### src/rtl/qpsk_pkg.sv
`timescale 1ns/1ps
package qpsk_pkg;

    localparam int WAVE_LEN = 8;
    localparam int WAVE_AW  = 3;
    localparam int CODE_W   = 8;

    typedef logic [1:0]          sym_t;
    typedef logic [CODE_W-1:0]   code_t;
    typedef logic [WAVE_AW-1:0]  widx_t;

    // a completed bit pair waiting for the next symbol boundary
    typedef struct packed {
        logic vld;
        sym_t sym;
    } pair_t;

    // one carrier period, unsigned offset-binary samples
    function automatic code_t carrier_sample(widx_t idx);
        code_t c;
        case (idx)
            3'd0:    c = 8'h00;
            3'd1:    c = 8'h5A;
            3'd2:    c = 8'h7F;
            3'd3:    c = 8'hBF;
            3'd4:    c = 8'hFF;
            3'd5:    c = 8'hBF;
            3'd6:    c = 8'h7F;
            default: c = 8'h5A;
        endcase
        return c;
    endfunction

    // quarter-period step count for a symbol, from a packed 4x2-bit map
    function automatic logic [1:0] quarter_steps(logic [7:0] map, sym_t s);
        return map[{s, 1'b0} +: 2];
    endfunction

endpackage

### src/rtl/qpsk_bit_pairer.sv
`timescale 1ns/1ps
module qpsk_bit_pairer
    import qpsk_pkg::*;
(
    input  logic  clk,
    input  logic  rst,
    input  logic  bit_valid,
    input  logic  bit_in,
    input  logic  consume,
    output pair_t pending
);
    logic half_q;
    logic first_q;
    pair_t pend_q;

    always_ff @(posedge clk) begin
        if (rst) begin
            half_q  <= 1'b0;
            first_q <= 1'b0;
            pend_q  <= '0;
        end else begin
            if (consume)
                pend_q.vld <= 1'b0;
            if (bit_valid) begin
                if (!half_q) begin
                    first_q <= bit_in;
                    half_q  <= 1'b1;
                end else begin
                    // newest completed pair replaces any waiting one
                    pend_q.vld <= 1'b1;
                    pend_q.sym <= {first_q, bit_in};
                    half_q     <= 1'b0;
                end
            end
        end
    end

    assign pending = pend_q;
endmodule

### src/rtl/qpsk_sample_timer.sv
`timescale 1ns/1ps
module qpsk_sample_timer
    import qpsk_pkg::*;
#(
    parameter int CLKS_PER_SAMPLE = 4,
    parameter int SAMPLES_PER_SYM = 8
) (
    input  logic  clk,
    input  logic  rst,
    output logic  tick,
    output widx_t wave_idx,
    output logic  boundary
);
    localparam int DIV_W = (CLKS_PER_SAMPLE > 1) ? $clog2(CLKS_PER_SAMPLE) : 1;
    localparam int IDX_W = $clog2(SAMPLES_PER_SYM);
    localparam logic [IDX_W-1:0] LAST_IDX = IDX_W'(SAMPLES_PER_SYM - 1);

    generate
        if (CLKS_PER_SAMPLE == 1) begin : g_every_clk
            assign tick = 1'b1;
        end else begin : g_divider
            localparam logic [DIV_W-1:0] DIV_LAST = DIV_W'(CLKS_PER_SAMPLE - 1);
            logic [DIV_W-1:0] div_q;
            always_ff @(posedge clk) begin
                if (rst)
                    div_q <= '0;
                else if (div_q == DIV_LAST)
                    div_q <= '0;
                else
                    div_q <= div_q + 1'b1;
            end
            assign tick = (div_q == DIV_LAST);
        end
    endgenerate

    logic [IDX_W-1:0] idx_q;

    always_ff @(posedge clk) begin
        if (rst)
            idx_q <= '0;
        else if (tick)
            idx_q <= (idx_q == LAST_IDX) ? '0 : idx_q + 1'b1;
    end

    assign wave_idx = idx_q[WAVE_AW-1:0];
    assign boundary = tick && (idx_q == LAST_IDX);
endmodule

### src/rtl/qpsk_phase_rom.sv
`timescale 1ns/1ps
module qpsk_phase_rom
    import qpsk_pkg::*;
#(
    parameter logic [7:0] PHASE_MAP = 8'b01_00_10_11
) (
    input  sym_t  sym,
    input  widx_t wave_idx,
    output code_t code
);
    logic [1:0] quarter;
    widx_t      rd_idx;

    always_comb begin
        quarter = quarter_steps(PHASE_MAP, sym);
        rd_idx  = wave_idx + {quarter, 1'b0};
        code    = carrier_sample(rd_idx);
    end
endmodule

### src/rtl/qpsk_modulator.sv
`timescale 1ns/1ps
module qpsk_modulator
    import qpsk_pkg::*;
#(
    parameter int         CLKS_PER_SAMPLE = 4,
    parameter int         SAMPLES_PER_SYM = 8,
    parameter logic [7:0] PHASE_MAP       = 8'b01_00_10_11
) (
    input  logic       clk,
    input  logic       rst,
    input  logic       bit_valid,
    input  logic       bit_in,
    output logic [7:0] sample_code,
    output logic       sample_valid
);
    pair_t pending;
    logic  tick;
    logic  boundary;
    logic  take;
    widx_t wave_idx;
    sym_t  sym_q;
    code_t rom_code;
    code_t code_q;
    logic  valid_q;

    assign take = boundary && pending.vld;

    qpsk_bit_pairer u_pairer (
        .clk       (clk),
        .rst       (rst),
        .bit_valid (bit_valid),
        .bit_in    (bit_in),
        .consume   (take),
        .pending   (pending)
    );

    qpsk_sample_timer #(
        .CLKS_PER_SAMPLE (CLKS_PER_SAMPLE),
        .SAMPLES_PER_SYM (SAMPLES_PER_SYM)
    ) u_timer (
        .clk      (clk),
        .rst      (rst),
        .tick     (tick),
        .wave_idx (wave_idx),
        .boundary (boundary)
    );

    qpsk_phase_rom #(
        .PHASE_MAP (PHASE_MAP)
    ) u_rom (
        .sym      (sym_q),
        .wave_idx (wave_idx),
        .code     (rom_code)
    );

    always_ff @(posedge clk) begin
        if (rst)
            sym_q <= '0;
        else if (take)
            sym_q <= pending.sym;
    end

    always_ff @(posedge clk) begin
        if (rst) begin
            code_q  <= '0;
            valid_q <= 1'b0;
        end else begin
            valid_q <= tick;
            if (tick)
                code_q <= rom_code;
        end
    end

    assign sample_code  = code_q;
    assign sample_valid = valid_q;
endmodule

### config.mk
export PLATFORM = sky130hd
export DESIGN_NAME = qpsk_modulator
export DESIGN_NICKNAME = d
export VERILOG_FILES = /design/src/rtl/qpsk_pkg.sv /design/src/rtl/qpsk_bit_pairer.sv /design/src/rtl/qpsk_sample_timer.sv /design/src/rtl/qpsk_phase_rom.sv /design/src/rtl/qpsk_modulator.sv
export SDC_FILE = /design/constraint.sdc
export NUM_CORES = 1
export LEC_CHECK = 0
export ABC_AREA = 1
export BUFFER_PORTS_ARGS = -buffer_cell sky130_fd_sc_hd__buf_2
export CAP_MARGIN = 20
export CORE_MARGIN = 5
export CORE_UTILIZATION = 35
export CTS_CLUSTER_DIAMETER = 120
export DETAILED_ROUTE_END_ITERATION = 10
export SYNTH_ARGS = -nofsm -noshare
export SYNTH_HDL_FRONTEND = slang
export SYNTH_HIERARCHICAL = 1
export SYNTH_SLANG_ARGS = --single-unit
### constraint.sdc
create_clock -name clk -period 1.75 [get_ports clk]
set_input_delay 0.175 -clock clk [delete_from_list [all_inputs] [get_ports clk]]
set_output_delay 0.175 -clock clk [all_outputs]
set_load 0.1 [all_outputs]
==> results.md <==
- Clock latency at the later pin of the worst-skew pair: 0.30 ns
- Setup TNS: 0 ns
- Worst Skew: 0.00107 ns
- # clock sinks: 21
- Port bufs: 12
- Pin count of the biggest net entering global routing: 13
- Clock Tree Buf Depth: 2
- Initial antenna violation count: 0
- Slew HR: 67.5%
- Final setup fails: 0
- Tcrit/Tclk final: 88.9%
- Worst min path class: primary input to register
- Leakage: 0.000547 uW
- Gpl congestion: 0.684
- Total gr overflow: 0
- Die Ht: 62.6 um
- Syn nets: 142
- Reg area: 420 um2
- Max H-tree Level: 1
- Die Footprint: 0.00392 mm2
- Initial Utilization: 35.8%
- CTS Hold Buffers Added: 0
- Worst-path clk slew: 0.12 ns
- WL final: 1710 um
- Syn Std Cell Area: 970 um2
- Post-DRT Antenna Nets: 0
- Post-CTS resize count: 0
- Total clock buffers created by CTS: 3
- DR DRC count: 0
- Post-Route Utilization: 39.3%
- Synth warn: 6
- CP startpoint: sym_q[1]
- Global-route wire length before repair: 3160 um
- Worst vdd ir: 0.000607 V
- CTS tree: built
- Power Density: 920 mW/mm2
- Share of cells above drive strength 1: 17.9%
- Setup bufs post-CTS: 0
- GR Util met2: 17.2%
- Vias in the first global route: 755
- Core Rows: 19
- Total GRT Usage: 9.66%
- RSZ-0062 raised after global routing: no
- WP data arrival: 1.76 ns
- Tmin final: 1.56 ns
- Critical Path Fanout Max: 4
- Reg-to-Reg Start: sym_q[1]
- Met3 Use GR: 1.80%
- Layout area overhead: 9.94%
- Final Hold Viols: 0
- Max_cap viols: 0
- Most Crowded Layer GR: met2
- Slew Viols, Final: 0
- Clock root buffer: clkbuf_4
- Die Wd: 62.6 um
- Vias: 797
- GR met1 Demand/Resource: 11.5%
- Req. time, crit path: 1.96 ns
- Fin nets: 155
- CP Launch Type: register
- 1st-iter DRT viols: 15
- Final Cell Area: 0.00107 mm2
- Max Clk Rate: 643 MHz
- N_diodes: 0
- Mapped Avg Cell Area: 7.29 um2
- Sequential share of the synthesized area: 43.4%
- Post-synthesis register bit count: 21
- Crit Path Class: register to register
- Setup crit end kind: register
- HPWL Detailed: 1340 um
- IO Pins: 13
- Slew at the pin closest to its max-slew limit: 0.491 ns
- Distinct cell type count after synthesis: 20
- Layout fillers: 302
- Core Region: 0.00271 mm2
- Drt via density: 4.53
- Status: completed
- Multi-input gate area: 440 um2
- WL per Instance: 9.70 um
- Final Total Pwr: 981 uW
- Hold_ws: 0.138 ns
- Pre-antenna DRT Iters: 4
- Min-Delay Startpoint: bit_in
- Placed cell areas: 0.00104 mm2
- Gate Count Post-Synth: 133
## worst max-delay path, cell delays in order, from the launching register on
cell	delay (ns)
dfxtp_1	0.42
xnor2_1	0.14
ha_1	0.18
inv_1	0.04
nand2_1	0.08
nand2_1	0.07
nand2_2	0.10
nand2_4	0.06
nor2_2	0.11
inv_1	0.08
nor2_1	0.13
nor2_1	0.06
## sequential cells by signal (all words and copies together) (netlist names)
name                     count
sample_code                  8
u_timer/wave_idx             3
u_pairer/half_q              1
u_pairer/pending             3
u_pairer/first_q             1
u_timer/g_divider.div_q      2
sample_valid                 1
sym_q                        2
## power breakdown
| group | internal [uW] | switching (uW) |
|---|---|---|
| clock network | 85.0 | 149 |
| registers | 510 | 19.6 |
| logic | 47.6 | 170 |
## worst paths after layout
path                                             to  slack (ns)  depth (start not counted)
worst min register to register  u_pairer/pending[2]        0.47                          2
worst max register to register       sample_code[1]        0.19                         11
worst min-delay path            u_pairer/pending[0]        0.14                          3
worst max-delay path                 sample_code[1]        0.19                         11
## placed cells by master (no fill, tap or decap), drive strengths merged
master / Yosys / layout
clkbuf: 0 / 3
ha: 5 / 5
nand3b: 1 / 1
nor3b: 1 / 1
nand2: 25 / 25
dfxtp: 21 / 21
clkinv: 0 / 1
nor3: 1 / 1
inv: 21 / 21
buf: 4 / 12
nand3: 6 / 6
o21ai: 11 / 11
nor2: 31 / 31
xnor2: 1 / 1
a21oi: 5 / 5
## synthesized netlist by cell type
cell	instances	area [um2]
nor2_1	29	109
dfxtp_1	21	420
nand2_1	21	78.8
inv_1	19	71.3
o21ai_0	9	45.0
ha_1	5	62.6
nand3_1	5	25.0
a21oi_1	4	20.0
buf_4	4	30.0
nand2_2	3	18.8
inv_2	2	7.51
nor2_2	2	12.5
o21ai_1	2	10.0
a21oi_2	1	8.76
nand2_4	1	11.3
nand3_2	1	10.0
nand3b_1	1	7.51
nor3_1	1	5.00
nor3b_1	1	7.51
xnor2_1	1	8.76
## per-stage QoR
| step | setup slack [ns] | std cells |
|---|---|---|
| final | 0.195 | 176 |
| after global routing | 0.0460 | 176 |
| after CTS | 0.186 | 176 |
| after detailed placement | 0.208 | 172 |
| after global placement | 0.254 | 172 |
| after floorplan | 0.230 | 133 |
## kinds of logic (layout without fill, tap and decap cells)
logic type                 count (synthesis)  in the layout  share of synthesized area, %
buffers and inverters                     25             37                          11.2
xor gates and xnor gates                   1              1                         0.903
and+or+nand+nor                           65             65                          29.4
AOI/OAI and AO/OA                         16             16                          8.65
DFF                                       21             21                          43.4
adders and majority gates                  5              5                          6.45
## layout make-up
| cell class | count | share of cell area (%) |
|---|---|---|
| multi-input cells | 87 | 41.3 |
| clock inverters | 1 | 0.469 |
| inverters | 21 | 7.39 |
| repair buffers | 12 | 5.63 |
| flip-flops and latches | 21 | 39.4 |
| clock buffers | 3 | 2.11 |
| well taps | 31 | 3.64 |
## per-layer routing
| metal | vias up | part of all wire (%) |
|---|---|---|
| met5 | - | 0 |
| met4 | 0 | 0.94 |
| met3 | 2 | 3.0 |
| met2 | 7 | 50 |
| met1 | 359 | 46 |
| li1 | 429 | - |
Power figures use the tool's default switching activity.
